**config.mk**
```make
export PLATFORM = sky130hd
export DESIGN_NAME = rx_page_ring
export DESIGN_NICKNAME = d
export VERILOG_FILES = /design/src/rtl/rxr_pkg.sv /design/src/rtl/rxr_page_step.sv /design/src/rtl/rxr_hdr_sel.sv /design/src/rtl/rxr_ovw_flag.sv /design/src/rtl/rx_page_ring.sv
export SDC_FILE = /design/constraint.sdc
export NUM_CORES = 1
export LEC_CHECK = 0
export ABC_CLOCK_PERIOD_IN_PS = 6800
export CORE_MARGIN = 1.5
export CORE_UTILIZATION = 30
export CTS_CLUSTER_SIZE = 20
export DETAILED_ROUTE_END_ITERATION = 10
export PLACE_DENSITY = 0.62
export REMOVE_ABC_BUFFERS = 1
export SLEW_MARGIN = 25
export SYNTH_ARGS = -nofsm -noshare
export SYNTH_HDL_FRONTEND = slang
export SYNTH_SLANG_ARGS = --single-unit
```
**constraint.sdc**
```tcl
create_clock -name clk -period 6.8 [get_ports clk]
set_clock_uncertainty 0.15 [all_clocks]
set_input_delay 1.36 -clock clk [delete_from_list [all_inputs] [get_ports clk]]
set_output_delay 1.36 -clock clk [all_outputs]
set_load 0.05 [all_outputs]
```
**src/rtl/rxr_pkg.sv**
```systemverilog
package rxr_pkg;

    localparam int HDR_BYTES = 4;

    typedef enum logic [2:0] {
        ST_IDLE = 3'd0,
        ST_DATA = 3'd1,
        ST_DROP = 3'd2,
        ST_FIN  = 3'd3,
        ST_HDR0 = 3'd4,
        ST_HDR1 = 3'd5,
        ST_HDR2 = 3'd6,
        ST_HDR3 = 3'd7
    } rxr_state_e;

endpackage

```
**src/rtl/rxr_page_step.sv**
```systemverilog
// Ring page advance with wrap, plus equality against a reference page.
module rxr_page_step #(
    parameter int PAGE_W = 8
) (
    input  logic [PAGE_W-1:0] page,
    input  logic [PAGE_W-1:0] first_page,
    input  logic [PAGE_W-1:0] stop_page,
    input  logic [PAGE_W-1:0] ref_page,
    output logic [PAGE_W-1:0] next_page,
    output logic              hit
);
    logic [PAGE_W-1:0] inc;

    always_comb begin
        inc       = page + PAGE_W'(1);
        next_page = (inc == stop_page) ? first_page : inc;
        hit       = (next_page == ref_page);
    end
endmodule

```
**src/rtl/rxr_hdr_sel.sv**
```systemverilog
// Picks one byte of the packet header by index.
module rxr_hdr_sel #(
    parameter int DATA_W = 8,
    parameter int PAGE_W = 8,
    parameter int LEN_W  = 16
) (
    input  logic [1:0]        idx,
    input  logic [DATA_W-1:0] status,
    input  logic [PAGE_W-1:0] link_page,
    input  logic [LEN_W-1:0]  len,
    output logic [DATA_W-1:0] hdr_byte
);
    localparam int LEN_PAD = 2 * DATA_W;

    logic [LEN_PAD-1:0] len_ext;

    always_comb begin
        len_ext = LEN_PAD'(len);
        unique case (idx)
            2'd0: hdr_byte = status;
            2'd1: hdr_byte = DATA_W'(link_page);
            2'd2: hdr_byte = len_ext[DATA_W-1:0];
            2'd3: hdr_byte = len_ext[LEN_PAD-1:DATA_W];
            default: hdr_byte = '0;
        endcase
    end
endmodule

```
**src/rtl/rxr_ovw_flag.sv**
```systemverilog
// Sticky overwrite status bit; set wins over clear.
module rxr_ovw_flag (
    input  logic clk,
    input  logic rst_n,
    input  logic set,
    input  logic clr,
    output logic flag
);
    always_ff @(posedge clk or negedge rst_n) begin
        if (!rst_n) begin
            flag <= 1'b0;
        end else if (set) begin
            flag <= 1'b1;
        end else if (clr) begin
            flag <= 1'b0;
        end
    end
endmodule

```
**src/rtl/rx_page_ring.sv**
```systemverilog
module rx_page_ring
    import rxr_pkg::*;
#(
    parameter int PAGE_W = 8,
    parameter int OFF_W  = 8,
    parameter int DATA_W = 8,
    parameter int LEN_W  = 16
) (
    input  logic                    clk,
    input  logic                    rst_n,
    input  logic [PAGE_W-1:0]       first_page,
    input  logic [PAGE_W-1:0]       stop_page,
    input  logic [PAGE_W-1:0]       bnd_page,
    input  logic                    cur_set,
    input  logic [PAGE_W-1:0]       cur_set_page,
    input  logic                    ovw_clr,
    input  logic                    rx_valid,
    input  logic                    rx_sop,
    input  logic                    rx_eop,
    input  logic [DATA_W-1:0]       rx_data,
    input  logic [DATA_W-1:0]       rx_status,
    output logic                    mem_we,
    output logic [PAGE_W+OFF_W-1:0] mem_addr,
    output logic [DATA_W-1:0]       mem_wdata,
    output logic [PAGE_W-1:0]       cur_page,
    output logic                    pkt_done,
    output logic                    ovw_pulse,
    output logic                    ovw_flag,
    output logic                    ring_empty
);
    localparam int ADDR_W = PAGE_W + OFF_W;
    localparam logic [OFF_W-1:0] DATA_OFF  = OFF_W'(HDR_BYTES);
    localparam logic [LEN_W-1:0] FIRST_LEN = LEN_W'(HDR_BYTES + 1);

    rxr_state_e state_q, state_d;

    logic [PAGE_W-1:0] cur_q;
    logic [PAGE_W-1:0] start_pg_q;
    logic [PAGE_W-1:0] wpage_q;
    logic [OFF_W-1:0]  woff_q;
    logic [LEN_W-1:0]  len_q;
    logic [DATA_W-1:0] status_q;
    logic [PAGE_W-1:0] link_q;

    logic [PAGE_W-1:0] step_next;
    logic              step_hit;
    logic [PAGE_W-1:0] bnd_next;
    logic              empty_hit;
    logic [1:0]        hdr_idx;
    logic [DATA_W-1:0] hdr_byte;

    logic              wr_en_c;
    logic [ADDR_W-1:0] wr_addr_c;
    logic [DATA_W-1:0] wr_data_c;
    logic              abort_c;
    logic              commit_c;
    logic              start_c;
    logic              take_c;
    logic              page_full;

    // Advance of the page being written, checked against the boundary.
    rxr_page_step #(.PAGE_W(PAGE_W)) u_wr_step (
        .page       (wpage_q),
        .first_page (first_page),
        .stop_page  (stop_page),
        .ref_page   (bnd_page),
        .next_page  (step_next),
        .hit        (step_hit)
    );

    // Page after the boundary, checked against the current page.
    rxr_page_step #(.PAGE_W(PAGE_W)) u_empty_step (
        .page       (bnd_page),
        .first_page (first_page),
        .stop_page  (stop_page),
        .ref_page   (cur_q),
        .next_page  (bnd_next),
        .hit        (empty_hit)
    );

    rxr_hdr_sel #(.DATA_W(DATA_W), .PAGE_W(PAGE_W), .LEN_W(LEN_W)) u_hdr (
        .idx       (hdr_idx),
        .status    (status_q),
        .link_page (link_q),
        .len       (len_q),
        .hdr_byte  (hdr_byte)
    );

    rxr_ovw_flag u_flag (
        .clk   (clk),
        .rst_n (rst_n),
        .set   (abort_c),
        .clr   (ovw_clr),
        .flag  (ovw_flag)
    );

    assign page_full = (woff_q == '0);

    always_comb begin
        unique case (state_q)
            ST_HDR0: hdr_idx = 2'd0;
            ST_HDR1: hdr_idx = 2'd1;
            ST_HDR2: hdr_idx = 2'd2;
            ST_HDR3: hdr_idx = 2'd3;
            default: hdr_idx = 2'd0;
        endcase
    end

    // Next state and write-port decode.
    always_comb begin
        state_d   = state_q;
        wr_en_c   = 1'b0;
        wr_addr_c = {wpage_q, woff_q};
        wr_data_c = rx_data;
        abort_c   = 1'b0;
        commit_c  = 1'b0;
        start_c   = 1'b0;
        take_c    = 1'b0;
        unique case (state_q)
            ST_IDLE: begin
                if (rx_valid && rx_sop) begin
                    start_c   = 1'b1;
                    wr_en_c   = 1'b1;
                    wr_addr_c = {cur_q, DATA_OFF};
                    state_d   = rx_eop ? ST_FIN : ST_DATA;
                end
            end
            ST_DATA: begin
                if (rx_valid) begin
                    if (page_full && step_hit) begin
                        abort_c = 1'b1;
                        state_d = rx_eop ? ST_IDLE : ST_DROP;
                    end else begin
                        take_c    = 1'b1;
                        wr_en_c   = 1'b1;
                        wr_addr_c = {(page_full ? step_next : wpage_q), woff_q};
                        if (rx_eop) begin
                            state_d = ST_FIN;
                        end
                    end
                end
            end
            ST_DROP: begin
                if (rx_valid && rx_eop) begin
                    state_d = ST_IDLE;
                end
            end
            ST_FIN: begin
                if (step_hit) begin
                    abort_c = 1'b1;
                    state_d = ST_IDLE;
                end else begin
                    state_d = ST_HDR0;
                end
            end
            ST_HDR0, ST_HDR1, ST_HDR2, ST_HDR3: begin
                wr_en_c   = 1'b1;
                wr_addr_c = {start_pg_q, OFF_W'(hdr_idx)};
                wr_data_c = hdr_byte;
                unique case (state_q)
                    ST_HDR0: state_d = ST_HDR1;
                    ST_HDR1: state_d = ST_HDR2;
                    ST_HDR2: state_d = ST_HDR3;
                    default: begin
                        state_d  = ST_IDLE;
                        commit_c = 1'b1;
                    end
                endcase
            end
            default: state_d = ST_IDLE;
        endcase
    end

    // State register.
    always_ff @(posedge clk or negedge rst_n) begin
        if (!rst_n) begin
            state_q <= ST_IDLE;
        end else begin
            state_q <= state_d;
        end
    end

    // Packet tracking registers and the current page pointer.
    always_ff @(posedge clk or negedge rst_n) begin
        if (!rst_n) begin
            cur_q      <= '0;
            start_pg_q <= '0;
            wpage_q    <= '0;
            woff_q     <= '0;
            len_q      <= '0;
            status_q   <= '0;
            link_q     <= '0;
        end else begin
            if (start_c) begin
                start_pg_q <= cur_q;
                wpage_q    <= cur_q;
                woff_q     <= DATA_OFF + OFF_W'(1);
                len_q      <= FIRST_LEN;
                if (rx_eop) begin
                    status_q <= rx_status;
                end
            end else if (take_c) begin
                if (page_full) begin
                    wpage_q <= step_next;
                end
                woff_q <= woff_q + OFF_W'(1);
                len_q  <= len_q + LEN_W'(1);
                if (rx_eop) begin
                    status_q <= rx_status;
                end
            end
            if (state_q == ST_FIN && !step_hit) begin
                link_q <= step_next;
            end
            if (commit_c) begin
                cur_q <= link_q;
            end else if (state_q == ST_IDLE && cur_set && !start_c) begin
                cur_q <= cur_set_page;
            end
        end
    end

    // Registered outputs.
    always_ff @(posedge clk or negedge rst_n) begin
        if (!rst_n) begin
            mem_we    <= 1'b0;
            mem_addr  <= '0;
            mem_wdata <= '0;
            pkt_done  <= 1'b0;
            ovw_pulse <= 1'b0;
        end else begin
            mem_we    <= wr_en_c;
            mem_addr  <= wr_addr_c;
            mem_wdata <= wr_data_c;
            pkt_done  <= commit_c;
            ovw_pulse <= abort_c;
        end
    end

    assign cur_page   = cur_q;
    assign ring_empty = empty_hit;

    logic unused_ok;
    assign unused_ok = ^bnd_next;

endmodule

```
==> impl_metrics.csv, run 1 <==
group,metric,value,unit
setup_path,path_max_fanout,8,
clocking,root_buffer,"clkbuf_16",
routing,drt_wl_total,17.22,mm
sta,slew_headroom,43.30,%
hold_path,hold_depth,2,
routing,via_per_inst,5.401,
setup_path,slowest_stage,"clkdlybuf4s50_1",
setup_path,cp.arrival,4.57,ns
clocking,clkTransAtPathRegs,0.07,ns
synthesis,synth_area,5743,sq um
sta,hold_violations,0,
synthesis,async_reset_ff_share,100.0,%
die,die_w,141.4,um
routing,vias,4926,
clocking,post-cts-setup-buffer-count,0,
setup_path,cp-end-kind,"primary output",
routing,drc,0,
power_and_ir_drop,power_leakage,3.159,nW
die,core,18770,sq um
routing,antenna_left,0,
setup_path,crit_path_frequent_cell,"xnor2_1",
grt,grt_remaining_overflow,0,
synthesis,synth_ff_type,"dfrtp_1",
power_and_ir_drop,irDropWorstVdd,162.1,uV
die,fp.dieH,141.4,um
synthesis,syn_inst,594,
power_and_ir_drop,p_switching,1.291,mW
power_and_ir_drop,p_total,2.884,mW
synthesis,synth-seq-area-share,41.39,%
sta,worst_pin_slew,0.8505,ns
setup_path,setup.worst_path.start_class,"primary input",
cells_and_area,area_delta_synth_final,24.55,%
sta,setup_viol,0,
synthesis,ys_warn_count,0,
hold_path,worstHoldStart,"start_pg_q[1]",
cells_and_area,layout.nets,732,
die,fp-row-count,50,
setup_path,worstSetupPathType,"primary input to primary output",
clocking,cts_hold_buf,0,
die,io_pins,92,
synthesis,synth_top_cell_by_area,"dfrtp_1",
placement,gp_congestion,0.8482,
die,die-area,19980,sq um
grt,grt_util_all_layers,17.69,%
setup_path,worst_r2r_endpoint,"mem_addr[9]",
die,initial_core_util,30.60,%
power_and_ir_drop,p_clk_share,18.0,%
hold_path,hold_end,"start_pg_q[1]",
cells_and_area,post-route-util,38.11,%
sta,fmax,164.4,MHz
setup_path,cp.required,5.29,ns
synthesis,synth_edf_count,0,
power_and_ir_drop,p_comb_share,46.4,%
power_and_ir_drop,swShare,44.77,%
sta,setup_tns,0,ns
power_and_ir_drop,p_int,1.593,mW
routing,met3_length,1.190,mm
sta,period_needed,6.082,ns
clocking,cts_tree,"built",
clocking,cts_buffers,9,
setup_path,reg2reg_slack,1.86,ns
clocking,cts.sink_count,95,
grt,grt_pass1_vias,4798,
clocking,clock_path_buffers,2,
clocking,cts_resized,0,
routing,met1_length,7.800,mm
power_and_ir_drop,cellPowerDensity,403.1,nW/um^2
routing,wl_met2,7.829,mm
run,max_cap_viol_count,0,
sta,fin_hold_ws,0.3251,ns
grt,grt_pass1_wl,27.08,mm
sta,maxSlewViolCount,0,
sta,rsz0062_at_grt,"false",
routing,highest-signal-layer,"met4",
routing,first_iter_violations,521,
cells_and_area,drive_gt1_share,9.749,%
synthesis,synth.avg_cell_area,9.668,sq um
setup_path,cp_cell_sequence,"clkdlybuf4s50_1, ha_1, nand3_1, xnor2_1, xnor2_1, nand2_1, nor4_1, nand4b_1, mux2_2, xor2_1, nand4_1, nor2_1, buf_4",
placement,port_buffers,91,
setup_path,r2r_cells,14,
grt,grt_max_degree,49,
synthesis,ys_ff_latch,95,
routing,wl_per_cell,18.88,um
hold_path,hold_path.class,"flip-flop to flip-flop",
placement,dp_hpwl,12.71,mm
synthesis,ys_types,69,
clocking,htreeDepth,3,
setup_path,r2r-start,"wpage_q[0]",
clocking,clock_latency,0.36,ns
routing,drt-pass1-iter-count,5,
outcome,status,"complete, no violations",
power_and_ir_drop,power_frac_seq,35.6,%
synthesis,synth_top_area_share,41.39,%
sta,period_share,89.45,%
grt,antenna_found_initial,1,
synthesis,netlist_top_cells_area,"dfrtp_1 41%, nand2_1 4.0%, mux2i_1 3.8%",
setup_path,slowest_delay,0.66,ns
[synthesized netlist by cell type (16+ instances only)]
library cell,n
dfrtp_1,95
nand2_1,61
inv_1,36
nand3_1,31
nor2_1,30
o21ai_0,29
xnor2_1,25
mux2i_1,22
a21oi_1,21
clkbuf_1,19
and3_1,18
xor2_1,18
mux2_2,16
[cells by family (layout without fill, tap and decap cells)]
kind of cell / count (synthesis) / after routing / share of synthesized area (%)
DFF: 95 / 95 / 41.39
xor gates and xnor gates: 45 / 45 / 7.342
AOI/OAI and AO/OA: 142 / 142 / 17.63
buffers and inverters: 69 / 152 / 5.098
and+or+nand+nor: 191 / 191 / 17.08
other: 0 / 1 / 0
muxes: 47 / 47 / 10.37
adders and majority gates: 5 / 5 / 1.089
[layout by cell type, fill, tap and decap left out, drive strengths merged, types with 3 or more instances in the layout]
cell type,count
xnor2,25
clkdlybuf4s50,89
a31oi,4
or4,4
ha,5
and3,18
xor2,18
or3,6
and2,4
a21bo,3
a221o,5
nor2,31
o21ai,32
mux4,8
nand3,32
clkbuf,10
a21o,11
dfrtp,95
a22oi,5
o311ai,10
a32oi,3
nor4,4
nor2b,3
a21oi,23
buf,11
o211ai,8
mux2,17
nor3,10
inv,38
nand2b,3
o31ai,15
nand4,7
nand2,61
mux2i,22
a41oi,3
and4,4
[final cells by class]
class                           instances  area (sq um)
Sequential cell                        95          2379
Clock buffer                           10         229.0
Inverter                               36         135.1
Antenna cell                            1         2.502
Fill cell                            1907         11610
Clock inverter                          6         68.82
Multi-Input combinational cell        430          3073
Tap cell                              234         292.8
Timing Repair Buffer                  100         973.4
[flip-flops by register name, indices dropped and copies added, names as in the netlist]
register / count
wpage_q: 8
pkt_done: 1
cur_page: 8
state_q: 3
woff_q: 8
ovw_pulse: 1
link_q: 8
mem_we: 1
status_q: 8
start_pg_q: 8
u_flag.flag: 1
mem_addr: 16
len_q: 16
mem_wdata: 8
[metrics by stage]
stage	cells	worst slack, ns	cell area [sq um]
5_1_grt	911	0.4173	7151
3_3_place_gp	895	0.7974	6852
2_1_floorplan	561	1.426	5585
3_5_place_dp	895	0.7567	6852
6_report	912	0.7176	7153
4_1_cts	911	0.7347	7149
[worst max path at each step]
stage	slack, ns	endpoint	start	cells after the start
after CTS	0.73	ring_empty	bnd_page[0]	13
after global routing	0.42	ring_empty	bnd_page[0]	13
after global placement	0.80	ring_empty	bnd_page[0]	13
after floorplan	1.43	ring_empty	bnd_page[0]	11
final	0.72	ring_empty	bnd_page[0]	13
after detailed placement	0.76	ring_empty	bnd_page[0]	13
[routing by layer]
metal / vias up / track usage, %
met3: 24 / 4.387
met1: 2419 / 24.19
met4: 0 / 5.537
met2: 156 / 27.53
met5: - / 0
li1: 2327 / -
[worst max-delay path: cells and delay by family]
family / cells / cell delay, ns
multiplexers: 1 / 0.45
buffers and inverters: 2 / 0.86
AND/OR/NAND/NOR: 6 / 1.11
adder cells (fa/ha/maj): 1 / 0.27
XOR/XNOR: 3 / 0.52
[power by group through the flow]
stage	registers [mW]	clock network, mW	logic, mW
detailed placement	1.03	0	1.33
CTS	1.03	0.536	1.34
global route	1.06	0.559	1.44
global placement	1.03	0	1.32
floorplan	1.22	0	0.632
finish	1.03	0.520	1.34
Note: power is estimated with default switching activity, not from simulation.
==> run 2, diff against run 1 <==
--- a/config.mk
+++ b/config.mk
@@ -5,8 +5,9 @@
 export SDC_FILE = /design/constraint.sdc
 export NUM_CORES = 1
 export LEC_CHECK = 0
+export ABC_AREA = 1
 export ABC_CLOCK_PERIOD_IN_PS = 6800
-export CORE_MARGIN = 1.5
+export CORE_MARGIN = 4
 export CORE_UTILIZATION = 30
 export CTS_CLUSTER_SIZE = 20
 export DETAILED_ROUTE_END_ITERATION = 10
==> run 2 against run 1 <==
  * Worst hold slack better by 0.0018 ns
  * Sequential share of layout area is 1.4 points lower
  * Global-route usage is 0.47 points lower
  * Synthesized cell count is 41% higher
  * Flip-flop and latch count stayed put
  * Critical path type unchanged
==> impl_metrics.csv, run 2 <==
group,metric,value,unit
outcome,status,"complete, no violations",
grt,grt_pass1_wl,30.25,mm
synthesis,async_reset_ff_share,100.0,%
synthesis,synth_top_cell_by_area,"dfrtp_1",
sta,fmax,164.7,MHz
power_and_ir_drop,p_switching,1.587,mW
power_and_ir_drop,p_clk_share,16.9,%
routing,drt-pass1-iter-count,7,
clocking,post-cts-setup-buffer-count,0,
die,io_pins,92,
hold_path,hold_path.class,"flip-flop to flip-flop",
synthesis,netlist_top_cells_area,"dfrtp_1 40%, nand2_1 15%, nand3_1 6.6%",
clocking,cts.sink_count,95,
synthesis,synth_edf_count,0,
power_and_ir_drop,p_comb_share,51.9,%
cells_and_area,mostFrequentLayoutCells,"240 x nand2_1, 95 x dfrtp_1, 89 x clkdlybuf4s50_1",
grt,grt_pass1_vias,5558,
clocking,clock_latency,0.35,ns
synthesis,synth.avg_cell_area,7.127,sq um
clocking,cts_hold_buf,0,
cells_and_area,drive_gt1_share,6.710,%
setup_path,path_max_fanout,21,
sta,rsz0062_at_grt,"false",
sta,setup_viol,0,
die,core,19530,sq um
cells_and_area,n_fill_cell,2092,
sta,hold_violations,0,
power_and_ir_drop,power_leakage,3.484,nW
setup_path,cp.required,5.29,ns
sta,worst_pin_slew,1.013,ns
cells_and_area,reg_top3,"len_q x16, mem_addr x16",
synthesis,syn_inst,840,
setup_path,slowest_stage,"clkdlybuf4s50_1",
setup_path,cp.arrival,4.56,ns
sta,slew_headroom,31.97,%
sta,setup_ws,0.7268,ns
synthesis,synth_area,5987,sq um
run,max_cap_viol_count,0,
synthesis,synth_ff_type,"dfrtp_1",
grt,grt_max_degree,51,
placement,dp_hpwl,14.14,mm
synthesis,synth_top_area_share,39.71,%
setup_path,slowest_delay,0.59,ns
cells_and_area,antenna_cells,0,
synthesis,yosys-top-cells-count,"240 x nand2_1, 95 x dfrtp_1, 87 x inv_1, 87 x nor2_1, 79 x nand3_1",
routing,drc,0,
grt,antenna_found_initial,0,
setup_path,crit_path_frequent_cell,"nand2_1",
routing,antenna_left,0,
die,die-area,22280,sq um
setup_path,setup.worst_path.start_class,"primary input",
routing,wl_per_cell,15.84,um
sta,period_share,89.31,%
placement,gp_congestion,0.9339,
power_and_ir_drop,power_frac_seq,31.2,%
die,initial_core_util,30.66,%
power_and_ir_drop,cellPowerDensity,436.0,nW/um^2
setup_path,cp-end-kind,"primary output",
die,fp-row-count,51,
die,die_w,149.3,um
die,fp.dieH,149.3,um
sta,setup_tns,0,ns
clocking,clock_path_buffers,2,
power_and_ir_drop,irDropWorstVdd,160.3,uV
clocking,cts_tree,"built",
placement,port_buffers,91,
routing,first_iter_violations,440,
clocking,htreeDepth,3,
clocking,cts_resized,0,
power_and_ir_drop,swShare,48.84,%
routing,drt_wl_total,18.84,mm
synthesis,ys_warn_count,0,
placement,detailedPlace.worstSlack,0.7994,ns
setup_path,worstSetupPathType,"primary input to primary output",
grt,grt_remaining_overflow,0,
power_and_ir_drop,p_int,1.663,mW
synthesis,ys_ff_latch,95,
cells_and_area,layout.nets,980,
clocking,root_buffer,"clkbuf_16",
cells_and_area,area_delta_synth_final,24.49,%
clocking,cts_buffers,9,
setup_path,cp_cell_sequence,"clkdlybuf4s50_1, inv_1, nor3_1, nand4_1, nor2_1, xor2_1, xor2_1, inv_1, nand3_1, nand2_1, o21ai_0, nand2_1, nand2_1, nor2_1, nand2_1, nor2_1, buf_4",
synthesis,ys_types,37,
cells_and_area,layout_commonest_cell,"nand2_1",
routing,vias,5836,
synthesis,synth-seq-area-share,39.71,%
clocking,clkTransAtPathRegs,0.07,ns
sta,maxSlewViolCount,0,
sta,period_needed,6.073,ns
routing,via_per_inst,4.908,
synthesis,synthMostInstantiatedCell,"nand2_1",
grt,grt_util_all_layers,17.22,%
run 2: cell count changes after synthesis, sizes merged, moves of 18 or more:
cell / previous run / this run
nand3: 32 / 93
inv: 36 / 93
nor2: 31 / 94
xnor2: 25 / 5
and3: 18 / 0
o21ai: 32 / 58
mux2i: 22 / 0
nand2: 61 / 248
run 2: cell families (layout without fill, tap and decap cells):
family	count (synthesis)	in the layout	share of synthesized area (%)
and+or+nand+nor	468	468	34.90
buffers and inverters	125	209	8.568
AOI/OAI and AO/OA	122	122	12.12
DFF	95	95	39.71
xor gates and xnor gates	25	25	3.657
adders and majority gates	5	5	1.045
run 2: stage by stage:
step / hold slack (ns) / power (mW) / std cells / utilization (%) / instance area (sq um)
3_5_place_dp: 0.3111 / 2.708 / 1174 / 36.54 / 7134
2_1_floorplan: 0.2922 / 2.097 / 810 / - / 5831
3_3_place_gp: 0.3079 / 2.690 / 1174 / 36.54 / 7134
6_report: 0.3269 / 3.249 / 1189 / 38.17 / 7453
5_1_grt: 0.3502 / 3.499 / 1189 / 38.17 / 7453
4_1_cts: 0.3300 / 3.271 / 1189 / 38.17 / 7453
run 2: layout make-up:
cell class / count / area [sq um] / area share, %
Clock buffer: 9 / 225.2 / 3.022
Clock inverter: 6 / 93.84 / 1.259
Inverter: 95 / 356.6 / 4.784
Multi-Input combinational cell: 620 / 3103 / 41.63
Sequential cell: 95 / 2377 / 31.90
Tap cell: 265 / 331.6 / 4.449
Timing Repair Buffer: 99 / 965.9 / 12.96
run 2: path summary, 6_finish.rpt:
| path | start | to | slack (ns) | cells after the start |
|---|---|---|---|---|
| max | bnd_page[0] | ring_empty | 0.73 | 17 |
| max in group asynchronous | rst_n | mem_addr[8] | 4.58 | 2 |
| min reg2reg | status_q[3] | status_q[3] | 0.33 | 2 |
| max reg2reg | wpage_q[0] | status_q[4] | 2.14 | 21 |
| min | status_q[3] | status_q[3] | 0.33 | 2 |
| min in group asynchronous | rst_n | len_q[3] | 0.86 | 1 |
run 2: power groups by stage:
stage / Combinational [mW] / Clock [mW] / Sequential (mW)
global route: 1.86 / 0.589 / 1.05
floorplan: 0.818 / 0 / 1.28
CTS: 1.70 / 0.563 / 1.01
global placement: 1.68 / 0 / 1.01
finish: 1.69 / 0.551 / 1.01
detailed placement: 1.69 / 0 / 1.02
run 2: metal layers:
layer  part of all wire [%]  global-route usage [%]  vias to the layer above
li1                       -                       -                     2899
met1                     47                   24.22                     2751
met2                     46                   27.13                      157
met3                    5.4                   2.735                       29
met4                    2.0                   5.629                        0
met5                      0                       0                        -
run 2: critical path, delay by kind of cell:
kind                   cells  cell delay (ns)
AND/OR/NAND/NOR           10             1.76
buffers and inverters      4             0.96
XOR/XNOR                   2             0.34
AO/OA/AOI/OAI              1             0.12
==> run 3, diff against run 2 <==
--- a/config.mk
+++ b/config.mk
@@ -13,6 +13,7 @@
 export DETAILED_ROUTE_END_ITERATION = 10
 export PLACE_DENSITY = 0.62
 export REMOVE_ABC_BUFFERS = 1
+export SKIP_CTS_REPAIR_TIMING = 1
 export SLEW_MARGIN = 25
 export SYNTH_ARGS = -nofsm -noshare
 export SYNTH_HDL_FRONTEND = slang
==> results of run 3 <==
Same layout as run 2: the final DEF is identical, and so are final timing and power.
